$ cat config.mk
export PLATFORM = sky130hd
export DESIGN_NAME = char_scan_glyph
export DESIGN_NICKNAME = d
export VERILOG_FILES = /design/src/rtl/char_scan_glyph.sv
export SDC_FILE = /design/constraint.sdc
export NUM_CORES = 2
export LEC_CHECK = 0
export BUFFER_PORTS_ARGS = -buffer_cell sky130_fd_sc_hd__buf_2
export CORE_MARGIN = 10
export CORE_UTILIZATION = 49
export CTS_BUF_LIST = sky130_fd_sc_hd__clkbuf_4 sky130_fd_sc_hd__clkbuf_8
export DETAILED_ROUTE_END_ITERATION = 12
export HOLD_SLACK_MARGIN = 0.06
export PLACE_DENSITY = 0.68
export SETUP_SLACK_MARGIN = 0.5
export SYNTH_ARGS = -nofsm -noshare
export SYNTH_HDL_FRONTEND = slang
export SYNTH_SLANG_ARGS = --single-unit
$ cat constraint.sdc
create_clock -name clk -period 4.5 [get_ports clk]
set_clock_uncertainty 0.05 [all_clocks]
set_input_delay 0.9 -clock clk [delete_from_list [all_inputs] [get_ports clk]]
set_output_delay 0.9 -clock clk [all_outputs]
set_load 0.01 [all_outputs]
$ cat src/rtl/char_scan_glyph.sv
module char_scan_glyph #(
  parameter int         COLS       = 20,
  parameter int         GROWS      = 7,
  parameter logic [6:0] LINE2_BASE = 7'h40,
  parameter logic [7:0] USER_LIMIT = 8'h10
) (
  input  logic       clk,
  input  logic       rst_n,
  input  logic       host_req,
  input  logic       host_we,
  input  logic       host_sel,
  input  logic [6:0] host_addr,
  input  logic [7:0] host_wdata,
  output logic [7:0] host_rdata,
  output logic       host_rvalid,
  output logic       dot_valid,
  output logic       dot_sof,
  output logic       dot_line,
  output logic [4:0] dot_col,
  output logic [2:0] dot_grow,
  output logic [4:0] dot_bits
);

  localparam logic [4:0] COL_LAST  = 5'(COLS - 1);
  localparam logic [2:0] GROW_LAST = 3'(GROWS - 1);

  logic [7:0] dram [0:127];
  logic [4:0] gram [0:63];

  logic       scan_line;
  logic [4:0] scan_col;
  logic [2:0] scan_grow;

  logic       s1_valid, s1_sof, s1_line;
  logic [4:0] s1_col;
  logic [2:0] s1_grow;
  logic [7:0] s1_code;

  wire       scan_go   = !host_req;
  wire [6:0] scan_addr = (scan_line ? LINE2_BASE : 7'h00) + {2'b00, scan_col};
  wire       grow_end  = scan_grow == GROW_LAST;
  wire       col_end   = scan_col == COL_LAST;
  wire       scan_home = !scan_line && scan_col == 5'd0 && scan_grow == 3'd0;

  always_ff @(posedge clk or negedge rst_n) begin
    if (!rst_n) begin
      scan_line <= 1'b0;
      scan_col  <= '0;
      scan_grow <= '0;
    end else if (scan_go) begin
      if (!grow_end) begin
        scan_grow <= scan_grow + 3'd1;
      end else begin
        scan_grow <= '0;
        if (!col_end) begin
          scan_col <= scan_col + 5'd1;
        end else begin
          scan_col  <= '0;
          scan_line <= ~scan_line;
        end
      end
    end
  end

  always_ff @(posedge clk) begin
    if (host_req && host_we) begin
      if (host_sel) gram[host_addr[5:0]] <= host_wdata[4:0];
      else          dram[host_addr]      <= host_wdata;
    end
    if (scan_go) s1_code <= dram[scan_addr];
    host_rdata <= host_sel ? {3'b000, gram[host_addr[5:0]]} : dram[host_addr];
  end

  always_ff @(posedge clk or negedge rst_n) begin
    if (!rst_n) begin
      s1_valid    <= 1'b0;
      s1_sof      <= 1'b0;
      s1_line     <= 1'b0;
      s1_col      <= '0;
      s1_grow     <= '0;
      host_rvalid <= 1'b0;
    end else begin
      s1_valid    <= scan_go;
      s1_sof      <= scan_go && scan_home;
      s1_line     <= scan_line;
      s1_col      <= scan_col;
      s1_grow     <= scan_grow;
      host_rvalid <= host_req && !host_we;
    end
  end

  function automatic logic [4:0] rom_row(input logic [7:0] code, input logic [2:0] r);
    logic [34:0] g;
    case (code)
      8'h2D:   g = {5'h00, 5'h00, 5'h00, 5'h1F, 5'h00, 5'h00, 5'h00};
      8'h30:   g = {5'h0E, 5'h11, 5'h13, 5'h15, 5'h19, 5'h11, 5'h0E};
      8'h31:   g = {5'h04, 5'h0C, 5'h04, 5'h04, 5'h04, 5'h04, 5'h0E};
      8'h41:   g = {5'h0E, 5'h11, 5'h11, 5'h1F, 5'h11, 5'h11, 5'h11};
      8'h42:   g = {5'h1E, 5'h11, 5'h11, 5'h1E, 5'h11, 5'h11, 5'h1E};
      8'h43:   g = {5'h0E, 5'h11, 5'h10, 5'h10, 5'h10, 5'h11, 5'h0E};
      8'h48:   g = {5'h11, 5'h11, 5'h11, 5'h1F, 5'h11, 5'h11, 5'h11};
      8'h5F:   g = {5'h00, 5'h00, 5'h00, 5'h00, 5'h00, 5'h00, 5'h1F};
      8'h7C:   g = {5'h04, 5'h04, 5'h04, 5'h04, 5'h04, 5'h04, 5'h04};
      8'h7F:   g = {5'h1F, 5'h1F, 5'h1F, 5'h1F, 5'h1F, 5'h1F, 5'h1F};
      default: g = '0;
    endcase
    case (r)
      3'd0:    return g[34:30];
      3'd1:    return g[29:25];
      3'd2:    return g[24:20];
      3'd3:    return g[19:15];
      3'd4:    return g[14:10];
      3'd5:    return g[9:5];
      3'd6:    return g[4:0];
      default: return 5'h00;
    endcase
  endfunction

  wire       user_code = s1_code < USER_LIMIT;
  wire [4:0] user_bits = gram[{s1_code[2:0], s1_grow}];
  wire [4:0] rom_bits  = rom_row(s1_code, s1_grow);

  always_ff @(posedge clk or negedge rst_n) begin
    if (!rst_n) begin
      dot_valid <= 1'b0;
      dot_sof   <= 1'b0;
      dot_line  <= 1'b0;
      dot_col   <= '0;
      dot_grow  <= '0;
      dot_bits  <= '0;
    end else begin
      dot_valid <= s1_valid;
      dot_sof   <= s1_sof;
      dot_line  <= s1_line;
      dot_col   <= s1_col;
      dot_grow  <= s1_grow;
      dot_bits  <= user_code ? user_bits : rom_bits;
    end
  end

endmodule

# Yosys cells after proc, flatten, opt, wreduce, memory -nomap -nowiden
# Memories as Yosys holds them, arrays and structs flattened. A register that Yosys moved wholly into a read port is not among the register bits.
# Index checks and enable logic that the tools add are counted.
dict set report op_classes {
  reduce_logical 14
  mux 13
  n_lt_le_gt_ge 1
  eq_ne 18
  n_bitwise 2
  n_addsub 3
}
# operator n
set op_table {}
lappend op_table {{35-bit one-hot mux with 10 select lines} 1}
lappend op_table {{8-bit by 7-bit equality test with 1-bit output, second input constant} 7}
lappend op_table {{5-bit one-hot mux with 7 select lines} 1}
lappend op_table {{8-bit by 6-bit equality test with 1-bit output, second input constant} 3}
lappend op_table {{5-bit 2-to-1 mux} 3}
lappend op_table {{3-bit equality test, second input constant} 4}
lappend op_table {{8-bit by 5-bit less-than comparator with 1-bit output, second input constant} 1}
lappend op_table {{7-bit by 5-bit adder with 7-bit output} 1}
lappend op_table {{7-bit 2-to-1 mux} 1}
lappend op_table {{3-bit by 2-bit equality test with 1-bit output, second input constant} 2}
lappend op_table {{3-bit logical NOT} 2}
lappend op_table {{1-bit 2-to-1 mux} 6}
lappend op_table {{5-bit by 1-bit adder with 5-bit output, second input constant} 1}
lappend op_table {{5-bit equality test, second input constant} 1}
lappend op_table {{1-bit logical AND} 5}
lappend op_table {{5-bit logical NOT} 1}
lappend op_table {{1-bit logical NOT} 4}
lappend op_table {{3-bit by 1-bit adder with 3-bit output, second input constant} 1}
lappend op_table {{3-bit by 1-bit equality test with 1-bit output, second input constant} 1}
lappend op_table {{3-bit 2-to-1 mux} 1}
lappend op_table {{3-bit AND reduction} 1}
lappend op_table {{1-bit NOT} 2}
lappend op_table {{2-bit AND reduction} 1}
dict set report totals {
  regBits 45
  mem_count 2
  elab_cells 70
  mem_bits_rw 1344
}
# memory depth word_bits read_ports rd_clocked_by_memory_dff write_ports line
set memory_table {}
lappend memory_table {dram 128 8 2 1 1 27} ;# logic [7:0] dram [0:127];
lappend memory_table {gram 64 5 2 0 1 28} ;# logic [4:0] gram [0:63];

# Longest topological paths before layout
dict set report logic_depth {
  ltp_word 4
  mapped_depth 12
  depth_no_buf 7
}

# Least setup slack after synthesis
# OpenSTA, ideal clock, no wires.
dict set report synth_path {
  kind {input to register}
  from {input host_addr[2]}
  to {memory dram[107][0] (enable)}
  cell_stages 8
  t_required_ns 4.080
  arrival_time_ns 2.788
  setup_slack_ns 1.292
  path_cell_list {buf_2 and3b_1 clkbuf_1 clkbuf_1 buf_1 nand2_1 clkbuf_1 nor2_1}
}
# item line
set synth_lines {}
lappend synth_lines {{start: declaration} 12} ;# input logic [6:0] host_addr,
lappend synth_lines {{end: declaration} 27}
# No word-level cell before the write port.

# Worst setup path after layout
dict set report layout_path {
  from {input host_addr[1]}
  to {register host_rdata[4]}
}
dict set report layout_between {
  elab_chain_len 2
  elab_cells_between_ends 3
  classes_between {mux (1); memory (2)}
}
# item line
set layout_rtl {}
lappend layout_rtl {{memory 128 x 8 bit / memory 64 x 5 bit (equally long branches)} n/a}
lappend layout_rtl {{5-bit 2-to-1 mux *} 71} ;# host_rdata <= host_sel ? {3'b000, gram[host_addr[5:0]]} : dram[host_addr];
lappend layout_rtl {{end signal: assignment} 71}
lappend layout_rtl {{end: declaration} 14} ;# output logic [7:0] host_rdata,
# Every way passes the cells marked *; elsewhere a longest branch is shown, timed or not.
# A chain may end at the register's enable or synchronous reset.

==> flow_summary.ini <==
[cells_and_area]
final_nets = 3951
fillCellCount = 9536
regArea_sq_um = 41700
final_common_cell = edfxtp_1
multi_input_area_sq_um = 17800
syn_to_final_growth_pct = 13.1
final_cell_mix = edfxtp_1, mux4_2, nor2_1
drive_above_1_share = 0.257

[worst_setup_path]
worst_ep_arrival_time_ps = 4120
cp.required_ps = 5280
critical_path_class = in -> reg
cp-end-kind = register
reg2regPathDepth = 8
rr_startpoint = s1_grow[0]
worstSetupStartpointType = primary input
r2r_setup_slack_ps = 1240
worstPathMaxFanout = 24
r2r-end = dot_bits[0]

[yosys]
synth_edf_count = 1352
ys_seq_elements = 1397
syn_area_per_cell_sq_um = 16.6
synth_area_sq_um = 60900
synthCells = 3669
synthArstFlopShare = 0.0265
syn_nets = 3691
synthFlopType = edfxtp_1
synth_seq_area_share = 0.684
yosysWarnings = 0
yosysUniqueCellTypes = 78

[drt]
wl_mm = 199
first_pass_iters = 9
vias = 39600
avgRoutedWirePerCell_microns = 34.6
final_antenna_net_count = 0
drcViolationCount = 0
routed_via_density = 6.88
drtIter0Drc = 6408

[timing]
fin_setup_tns_ps = 0
whs_ps = 297
fmax_mhz = 300
worstMarginPinSlew_ps = 1250
fin_crit_sh = 0.741
hold_viol_final = 0
grt_setup_unrepaired = false
setup_viol = 0
drv_slew = 0
relSlewSlack = 0.165
fin_crit_ps = 3340

[clocking]
hold_buffers = 2
insertion_delay_ps = 960
clockBufferDepth = 3
htreeDepth = 4
cts_buffers = 220
root_buffer = clkbuf_8
cts_tree = done
ctsResizeCount = 0
post_cts_buffers = 0
clk_pin_slew_worst_paths_ps = 60
cts.sinks = 1397

[global_route]
grt_start_max_net_pins = 137
antenna_found_initial = 10
grt_pass1_vias = 38800
grt_pass1_wl_mm = 284
track_usage = 0.284
grt_remaining_overflow = 0

[pwr]
leakage_uw = 0.0222
powerDensity_nw_per_um2 = 471
p_switching_uw = 9210
comb_power_share = 0.200
p_clk_frac = 0.338
seqPwrFrac = 0.462
swShare = 0.284
ir_worst_vdd_mv = 0.711
internal_power_uw = 23200

[run]
maxCapViolCount = 0

[floorplan]
die_area_sq_um = 139000
chipHeight_microns = 373
start_util = 0.493
die_w_microns = 373
rows = 129
io_pins = 45
core_sq_um = 124000

[placement]
routabilityCongestion = 0.933
hpwl_mm = 128
port_buffers = 44

[hold_path]
hold_path_depth = 0
min_to = dot_sof
hp-start = s1_sof
hold_class = reg -> reg

[status]
status = complete, no violations
==> synth_stat cells (7+ instances only) <==
cell | n | area [sq um]
buf_1 | 30 | 113
nor2b_1 | 10 | 62.6
o221ai_1 | 8 | 70.1
nor2_1 | 313 | 1170
edfxtp_1 | 1352 | 40600
inv_1 | 7 | 26.3
dfxtp_1 | 8 | 160
o22ai_1 | 7 | 43.8
o21ai_1 | 43 | 215
nor3_1 | 9 | 45.0
buf_2 | 78 | 390
mux2_1 | 76 | 856
nand4_1 | 17 | 106
a221o_1 | 39 | 390
and2_1 | 9 | 56.3
buf_6 | 11 | 124
clkbuf_1 | 130 | 488
a2111oi_0 | 13 | 114
o21ai_0 | 75 | 375
nand2b_1 | 9 | 56.3
nand3_1 | 49 | 245
mux2i_1 | 102 | 1020
and3_1 | 9 | 56.3
a22oi_1 | 101 | 758
a221oi_1 | 156 | 1370
a211oi_1 | 26 | 195
a22o_1 | 43 | 377
a21oi_1 | 179 | 896
o211ai_1 | 36 | 270
mux4_2 | 312 | 7030
nand2_1 | 182 | 683
buf_4 | 42 | 315
mux2_2 | 25 | 282
dfrtp_1 | 37 | 926
a31oi_1 | 17 | 106
==> registers in the layout, indices dropped and copies added (netlist names), 3 cells and up <==
| signal | cells |
|---|---|
| scan_grow | 3 |
| s1_grow | 3 |
| gram | 320 |
| dot_bits | 5 |
| s1_code | 8 |
| dram | 1024 |
| dot_col | 5 |
| s1_col | 5 |
| scan_col | 5 |
| dot_grow | 3 |
| host_rdata | 8 |
==> metal layers <==
| layer | routed length [microns] | track usage | up-vias |
|---|---|---|---|
| li1 | - | - | 15700 |
| met5 | 138 | 0 | - |
| met2 | 89200 | 0.427 | 3340 |
| met1 | 70900 | 0.377 | 19900 |
| met3 | 28100 | 0.0862 | 651 |
| met4 | 11100 | 0.137 | 14 |
==> worst max path at each step <==
stage                  from             to  slack [ps]  cells past startpoint
2_1_floorplan  host_addr[2]   dram[107][0]        1290                      8
3_3_place_gp   host_addr[1]  host_rdata[4]         470                     11
3_5_place_dp   host_addr[1]  host_rdata[4]         400                     11
4_1_cts          s1_grow[0]    dot_bits[4]        1210                      8
5_1_grt          s1_grow[0]    dot_bits[0]        1020                      8
6_report       host_addr[1]  host_rdata[4]        1160                     11
==> layout make-up <==
class / count / area share
Antenna cell: 4 / 0.000145
Clock buffer: 301 / 0.0541
Clock inverter: 110 / 0.0107
Inverter: 12 / 0.000690
Multi-Input combinational cell: 1969 / 0.259
Sequential cell: 1397 / 0.605
Tap cell: 1637 / 0.0297
Timing Repair Buffer: 329 / 0.0406
==> metrics by stage <==
step	cells	area [sq um]	power, uW	utilization	worst slack (ps)
after global placement	5342	64400	21600	0.521	472
after floorplan	3669	60900	19200	-	1290
after CTS	5755	68900	32400	0.557	1210
after global routing	5757	68900	33400	0.557	1020
after detailed placement	5342	64400	21600	0.521	397
final	5759	68900	32500	0.557	1160
==> critical path, stage by stage <==
cell       delay [ps]
buf_8             240
buf_4             340
nor2_4             70
buf_4             250
a221oi_1          520
nor2_1            130
a2111oi_0         620
buf_4             220
o32a_1            160
a32oi_1           230
mux2_2            360
==> power by group through the flow <==
stage | Clock, uW | Combinational, uW | Sequential [uW]
floorplan | 0 | 4360 | 14900
global placement | 0 | 6360 | 15300
global route | 11600 | 6710 | 15000
detailed placement | 0 | 6390 | 15300
CTS | 11000 | 6410 | 15000
finish | 11000 | 6500 | 15000
==> cells by family (layout without fill, tap and decap cells) <==
logic type	after synthesis	in the layout	share of synthesized area
AOI/OAI and AO/OA	802	802	0.0937
xor gates and xnor gates	3	3	0.000431
adders and majority gates	2	2	0.000411
buffers and inverters	303	752	0.0242
DFF	1397	1397	0.684
muxes	516	516	0.151
other	0	4	0
and+or+nand+nor	646	646	0.0458
Note: power is estimated with default switching activity, not from simulation.
